--- src/rtl/sbox_field_pkg.sv ---
package sbox_field_pkg;

  // GF(2^2): basis {z,1}, z^2 = z + 1
  function automatic logic [1:0] gf4_mul(input logic [1:0] a, input logic [1:0] b);
    gf4_mul = {(a[1] & b[1]) ^ (a[1] & b[0]) ^ (a[0] & b[1]),
               (a[1] & b[1]) ^ (a[0] & b[0])};
  endfunction

  function automatic logic [1:0] gf4_sq(input logic [1:0] a);
    gf4_sq = {a[1], a[1] ^ a[0]};
  endfunction

  // multiply by phi = z
  function automatic logic [1:0] gf4_phi(input logic [1:0] a);
    gf4_phi = {a[1] ^ a[0], a[1]};
  endfunction

  // GF(2^4) over GF(2^2): w^2 = w + phi
  function automatic logic [3:0] gf16_mul(input logic [3:0] a, input logic [3:0] b);
    logic [1:0] hh, ll, xx;
    hh = gf4_mul(a[3:2], b[3:2]);
    ll = gf4_mul(a[1:0], b[1:0]);
    xx = gf4_mul(a[3:2] ^ a[1:0], b[3:2] ^ b[1:0]);
    gf16_mul = {xx ^ ll, gf4_phi(hh) ^ ll};
  endfunction

  function automatic logic [3:0] gf16_sq(input logic [3:0] a);
    gf16_sq = {gf4_sq(a[3:2]), gf4_phi(gf4_sq(a[3:2])) ^ gf4_sq(a[1:0])};
  endfunction

  function automatic logic [3:0] gf16_inv(input logic [3:0] a);
    logic [1:0] d, di;
    d  = gf4_phi(gf4_sq(a[3:2])) ^ gf4_mul(a[3:2], a[1:0]) ^ gf4_sq(a[1:0]);
    di = gf4_sq(d);
    gf16_inv = {gf4_mul(a[3:2], di), gf4_mul(a[3:2] ^ a[1:0], di)};
  endfunction

  // smallest lambda making Y^2 + Y + lambda irreducible over GF(2^4)
  function automatic logic [3:0] find_lambda();
    logic found, hit;
    found = 1'b0;
    find_lambda = 4'h0;
    for (int l = 1; l < 16; l++) begin
      hit = 1'b0;
      for (int t = 0; t < 16; t++)
        if ((gf16_sq(4'(t)) ^ 4'(t)) == 4'(l)) hit = 1'b1;
      if (!hit && !found) begin
        found = 1'b1;
        find_lambda = 4'(l);
      end
    end
  endfunction

  localparam logic [3:0] LAMBDA = find_lambda();

  function automatic logic [3:0] gf16_lambda(input logic [3:0] a);
    gf16_lambda = gf16_mul(a, LAMBDA);
  endfunction

  // GF((2^4)^2): Y^2 = Y + lambda, byte = {high, low}
  function automatic logic [7:0] tower_mul(input logic [7:0] a, input logic [7:0] b);
    logic [3:0] hh, ll, xx;
    hh = gf16_mul(a[7:4], b[7:4]);
    ll = gf16_mul(a[3:0], b[3:0]);
    xx = gf16_mul(a[7:4] ^ a[3:0], b[7:4] ^ b[3:0]);
    tower_mul = {xx ^ ll, gf16_lambda(hh) ^ ll};
  endfunction

  // tower element that is a root of x^8 + x^4 + x^3 + x + 1
  function automatic logic [7:0] find_root();
    logic [7:0] pw, acc;
    logic found;
    found = 1'b0;
    find_root = 8'h00;
    for (int r = 2; r < 256; r++) begin
      pw  = 8'h01;
      acc = 8'h00;
      for (int e = 0; e <= 8; e++) begin
        if (e == 0 || e == 1 || e == 3 || e == 4 || e == 8) acc ^= pw;
        pw = tower_mul(pw, 8'(r));
      end
      if (acc == 8'h00 && !found) begin
        found = 1'b1;
        find_root = 8'(r);
      end
    end
  endfunction

  function automatic logic [7:0] apply_cols(input logic [7:0][7:0] cols, input logic [7:0] v);
    apply_cols = 8'h00;
    for (int i = 0; i < 8; i++)
      if (v[i]) apply_cols ^= cols[i];
  endfunction

  function automatic logic [7:0][7:0] into_cols();
    logic [7:0] pw, rt;
    rt = find_root();
    pw = 8'h01;
    for (int i = 0; i < 8; i++) begin
      into_cols[i] = pw;
      pw = tower_mul(pw, rt);
    end
  endfunction

  localparam logic [7:0][7:0] INTO_COLS = into_cols();

  function automatic logic [7:0][7:0] back_cols();
    back_cols = '0;
    for (int j = 0; j < 8; j++)
      for (int v = 0; v < 256; v++)
        if (apply_cols(INTO_COLS, 8'(v)) == (8'h01 << j)) back_cols[j] = 8'(v);
  endfunction

  localparam logic [7:0][7:0] BACK_COLS = back_cols();

endpackage

--- src/rtl/sbox_affine.sv ---
module sbox_affine #(
  parameter bit INVERSE = 1'b0
) (
  input  logic [7:0] a_in,
  output logic [7:0] a_out
);
  localparam logic [7:0] FWD_C = 8'h63;
  localparam logic [7:0] INV_C = 8'h05;

  generate
    if (INVERSE) begin : g_inv
      always_comb
        for (int i = 0; i < 8; i++)
          a_out[i] = a_in[(i + 2) % 8] ^ a_in[(i + 5) % 8] ^ a_in[(i + 7) % 8] ^ INV_C[i];
    end else begin : g_fwd
      always_comb
        for (int i = 0; i < 8; i++)
          a_out[i] = a_in[i] ^ a_in[(i + 4) % 8] ^ a_in[(i + 5) % 8]
                   ^ a_in[(i + 6) % 8] ^ a_in[(i + 7) % 8] ^ FWD_C[i];
    end
  endgenerate
endmodule

--- src/rtl/sbox_basis_map.sv ---
module sbox_basis_map #(
  parameter bit TO_TOWER = 1'b1
) (
  input  logic [7:0] m_in,
  output logic [7:0] m_out
);
  import sbox_field_pkg::*;

  localparam logic [7:0][7:0] COLS = TO_TOWER ? INTO_COLS : BACK_COLS;

  always_comb begin
    m_out = 8'h00;
    for (int i = 0; i < 8; i++)
      if (m_in[i]) m_out = m_out ^ COLS[i];
  end
endmodule

--- src/rtl/sbox_tower_inverse.sv ---
module sbox_tower_inverse (
  input  logic [7:0] t_in,
  output logic [7:0] t_out
);
  import sbox_field_pkg::*;

  logic [3:0] hi, lo, delta, delta_inv;

  assign hi = t_in[7:4];
  assign lo = t_in[3:0];

  always_comb begin
    delta     = gf16_lambda(gf16_sq(hi)) ^ gf16_mul(hi, lo) ^ gf16_sq(lo);
    delta_inv = gf16_inv(delta);
    t_out     = {gf16_mul(hi, delta_inv), gf16_mul(hi ^ lo, delta_inv)};
  end
endmodule

--- src/rtl/sbox_stage_reg.sv ---
module sbox_stage_reg #(
  parameter int W = 9
) (
  input  logic         clk,
  input  logic         rst_n,
  input  logic         vld_d,
  input  logic [W-1:0] dat_d,
  output logic         vld_q,
  output logic [W-1:0] dat_q
);
  logic [W-1:0] dat_n;

  always_comb dat_n = vld_d ? dat_d : dat_q;

  always_ff @(posedge clk or negedge rst_n) begin
    if (!rst_n) begin
      vld_q <= 1'b0;
      dat_q <= '0;
    end else begin
      vld_q <= vld_d;
      dat_q <= dat_n;
    end
  end
endmodule

--- src/rtl/shared_sbox_unit.sv ---
module shared_sbox_unit #(
  parameter bit PIPELINED = 1'b1
) (
  input  logic       clk,
  input  logic       rst_n,
  input  logic       in_valid,
  input  logic       in_decrypt,
  input  logic [7:0] in_byte,
  output logic       out_valid,
  output logic [7:0] out_byte
);
  localparam int BW = 8;
  localparam int SW = BW + 1;

  logic [BW-1:0] inv_aff, pre_sel, tower_a;
  logic          v1, v2, v3, m1, m2, m3;
  logic [BW-1:0] d1, d2, d3;
  logic [BW-1:0] tower_inv, back, fwd_aff, post_sel;

  // stage A: inverse affine ahead of the inverter in decrypt mode
  sbox_affine #(.INVERSE(1'b1)) u_inv_aff (.a_in(in_byte), .a_out(inv_aff));
  assign pre_sel = in_decrypt ? inv_aff : in_byte;
  sbox_basis_map #(.TO_TOWER(1'b1)) u_into (.m_in(pre_sel), .m_out(tower_a));

  // stage B: shared inverter
  sbox_tower_inverse u_inv (.t_in(d1), .t_out(tower_inv));

  // stage C: back to the AES field, forward affine in encrypt mode
  sbox_basis_map #(.TO_TOWER(1'b0)) u_back (.m_in(d2), .m_out(back));
  sbox_affine #(.INVERSE(1'b0)) u_fwd_aff (.a_in(back), .a_out(fwd_aff));
  assign post_sel = m2 ? back : fwd_aff;

  generate
    if (PIPELINED) begin : g_pipe
      sbox_stage_reg #(.W(SW)) u_r1 (.clk(clk), .rst_n(rst_n), .vld_d(in_valid),
        .dat_d({in_decrypt, tower_a}), .vld_q(v1), .dat_q({m1, d1}));
      sbox_stage_reg #(.W(SW)) u_r2 (.clk(clk), .rst_n(rst_n), .vld_d(v1),
        .dat_d({m1, tower_inv}), .vld_q(v2), .dat_q({m2, d2}));
      sbox_stage_reg #(.W(SW)) u_r3 (.clk(clk), .rst_n(rst_n), .vld_d(v2),
        .dat_d({m2, post_sel}), .vld_q(v3), .dat_q({m3, d3}));
    end else begin : g_comb
      assign {v1, m1, d1} = {in_valid, in_decrypt, tower_a};
      assign {v2, m2, d2} = {v1, m1, tower_inv};
      assign {v3, m3, d3} = {v2, m2, post_sel};
    end
  endgenerate

  assign out_valid = v3;
  assign out_byte  = d3;

  logic unused_mode;
  assign unused_mode = m3;
endmodule

--- config.mk ---
export PLATFORM = sky130hd
export DESIGN_NAME = shared_sbox_unit
export DESIGN_NICKNAME = d
export VERILOG_FILES = /design/src/rtl/sbox_field_pkg.sv /design/src/rtl/sbox_affine.sv /design/src/rtl/sbox_basis_map.sv /design/src/rtl/sbox_tower_inverse.sv /design/src/rtl/sbox_stage_reg.sv /design/src/rtl/shared_sbox_unit.sv
export SDC_FILE = /design/constraint.sdc
export NUM_CORES = 1
export LEC_CHECK = 0
export ABC_AREA = 0
export BUFFER_PORTS_ARGS = -buffer_cell sky130_fd_sc_hd__buf_2
export CORE_MARGIN = 5
export CORE_UTILIZATION = 40
export CTS_CLUSTER_SIZE = 28
export DETAILED_ROUTE_END_ITERATION = 10
export PLACE_DENSITY = 0.64
export RECOVER_POWER = 50
export SYNTH_ARGS = -nofsm -noshare
export SYNTH_HDL_FRONTEND = slang
export SYNTH_HIERARCHICAL = 1
export SYNTH_SLANG_ARGS = --single-unit
--- constraint.sdc ---
create_clock -name clk -period 5.48 [get_ports clk]
set_clock_uncertainty 0.2 [all_clocks]
set_input_delay 0.274 -clock clk [delete_from_list [all_inputs] [get_ports clk]]
set_output_delay 0.274 -clock clk [all_outputs]
set_load 0.005 [all_outputs]
==> flow_metrics.tcl <==
set metrics [dict create \
    period_share_pct 86.26 \
    worst_slack_ps 752.8 \
    rsz0062_at_grt "false" \
    cap_violations 1 \
    drt-initial-drc-count 91 \
    worst_slew_pin_slew_ps 1598 \
    timing.hold.ws_ps 248.1 \
    synth_nets 295 \
    post-route-util_pct 44.19 \
    syn_area_mm2 0.003304 \
    cts.sinks 29 \
    avgSynthCellArea_um2 11.89 \
    finalHoldViolCount 0 \
    dpl.hpwl_um 4509 \
    grt-ovfl-total 0 \
    htree_levels 2 \
    start_util_pct 40.62 \
    pre_cts_ws_ps 778.3 \
    area_growth_pct 8.785 \
    vias 2054 \
    netlist_instances 278 \
    grt_usage_pct 12.06 \
    finalSetupTns_ps 0 \
    drcViolationCount 0 \
    cts.clk_slew.worst_paths_ps 70 \
    maxSlewViolCount 30 \
    required_ps 5440 \
    wl_per_cell_um 14.49 \
    fin_nets 315 \
    crit_type "reg -> reg" \
    io-pin-count 21 \
    grt_pass1_vias 2012 \
    startpoint_type "register" \
    endpoint_kind "register" \
    reg2reg_from "g_pipe.u_r1/dat_q[5]" \
    min_path_cells 1 \
    ant_nets 0 \
    hp-start "in_valid" \
    fp.dieW_um 100.9 \
    fmax_ghz 0.2115 \
    cts-root-buf "clkbuf_8" \
    r2r_end "g_pipe.u_r2/dat_q[3]" \
    cp_data_arrival_time_ps 4690 \
    die_area_mm2 0.01018 \
    numCtsBuffers 5 \
    layout-drive-gt1-share_pct 28.43 \
    min_to "g_pipe.u_r1/vld_q" \
    antenna_cells 0 \
    wirelength_um 5852 \
    port_buffers 20 \
    violations "max-capacitance violations, max-slew violations" \
    worst-r2r-setup-slack_ps 750 \
    worstPathMaxFanout 11 \
    period_minus_slack_ps 4727 \
    rows 33 \
    grt_pass1_wl_um 9867 \
    status "finished, violations left" \
    antenna_found_initial 0 \
    cts_buffer_depth 2 \
    setup_viol 0 \
    gp_congestion 0.8128 \
    insertion_delay_ps 280 \
    ff2ff_path_depth 16 \
    drtPass1Iterations 4 \
    via_per_inst 5.084 \
    die_h_um 100.9 \
    coreArea_mm2 0.008134 \
    max_slew_margin_pct -6.550 \
    tritoncts "yes" \
    hold_path_class "in -> reg" \
    grt_start_max_net_pins 30 \
    synth_warnings 6 \
    ctsResizeCount 0 \
]
## timing repair
| action | CTS | global route |
|---|---|---|
| hold buffers | 1 | 0 |
| hold endpoints to repair | 29 | 0 |
| setup buffers | 0 | 0 |
## registers in the layout, summed over array words and instances, names as in the netlist
register	flops
g_pipe.u_r3/dat_q	8
g_pipe.u_r2/vld_q	1
g_pipe.u_r3/vld_q	1
g_pipe.u_r1/vld_q	1
g_pipe.u_r2/dat_q	9
g_pipe.u_r1/dat_q	9
## worst max path at each step
stage | cells after the start | to | startpoint | slack [ps]
after global placement | 16 | g_pipe.u_r2/dat_q[3] | g_pipe.u_r1/dat_q[1] | 860
after CTS | 16 | g_pipe.u_r2/dat_q[3] | g_pipe.u_r1/dat_q[5] | 740
after detailed placement | 16 | g_pipe.u_r2/dat_q[3] | g_pipe.u_r1/dat_q[5] | 780
after global routing | 16 | g_pipe.u_r2/dat_q[3] | g_pipe.u_r1/dat_q[5] | 430
after floorplan | 17 | g_pipe.u_r2/dat_q[3] | g_pipe.u_r1/dat_q[0] | 1010
final | 16 | g_pipe.u_r2/dat_q[3] | g_pipe.u_r1/dat_q[5] | 750
## critical path, stage by stage (launching register included)
cell and delay (ps):
dfrtp_1 500, ha_1 290, xnor2_1 290, xnor3_1 380, xnor2_1 140, buf_4 180, clkinv_1 100, ha_1 430
nand2_1 160, nor3b_1 70, o31a_1 280, a311oi_4 390, xnor2_1 240, or4_1 550, nand3_1 90, xor2_1 60
mux2_4 250
## stage by stage
stage,cell area [um2],std cells
after detailed placement,3476,395
after CTS,3606,404
after global placement,3476,395
final,3595,404
after floorplan,3304,278
after global routing,3595,404
## routing by layer
layer	up-vias	GRT usage, %	routed length [um]
met5	-	0	0
li1	1014	-	-
met3	4	2.630	282
met2	51	20.25	2835
met1	985	15.76	2693
met4	0	3.067	41
## cell usage in the layout, fill, tap and decap left out, drive strengths merged, types with 3 or more instances in the layout
master,count
a31oi,3
mux2,43
ha,5
a22oi,4
xor3,7
clkbuf,12
mux2i,5
xnor3,15
a211oi,3
nand2,14
nand3,6
dfrtp,29
buf,20
a21oi,6
xor2,23
nand2b,3
inv,4
o21ai,16
nor2,8
xnor2,46
nor3,5
## layout make-up
type                       count  area, um2
clock buffer                   6      82.58
clock inverter                 2      37.54
fill                         747       4539
inverter                       5      18.77
multi-input combinational    230       2451
sequential                    29      725.7
tap                          105      131.4
timing repair buffer          27      147.6
Power is left out: the tool's default activity adds up to more than one toggle a clock period on the data nets, which glitch-free logic cannot reach.
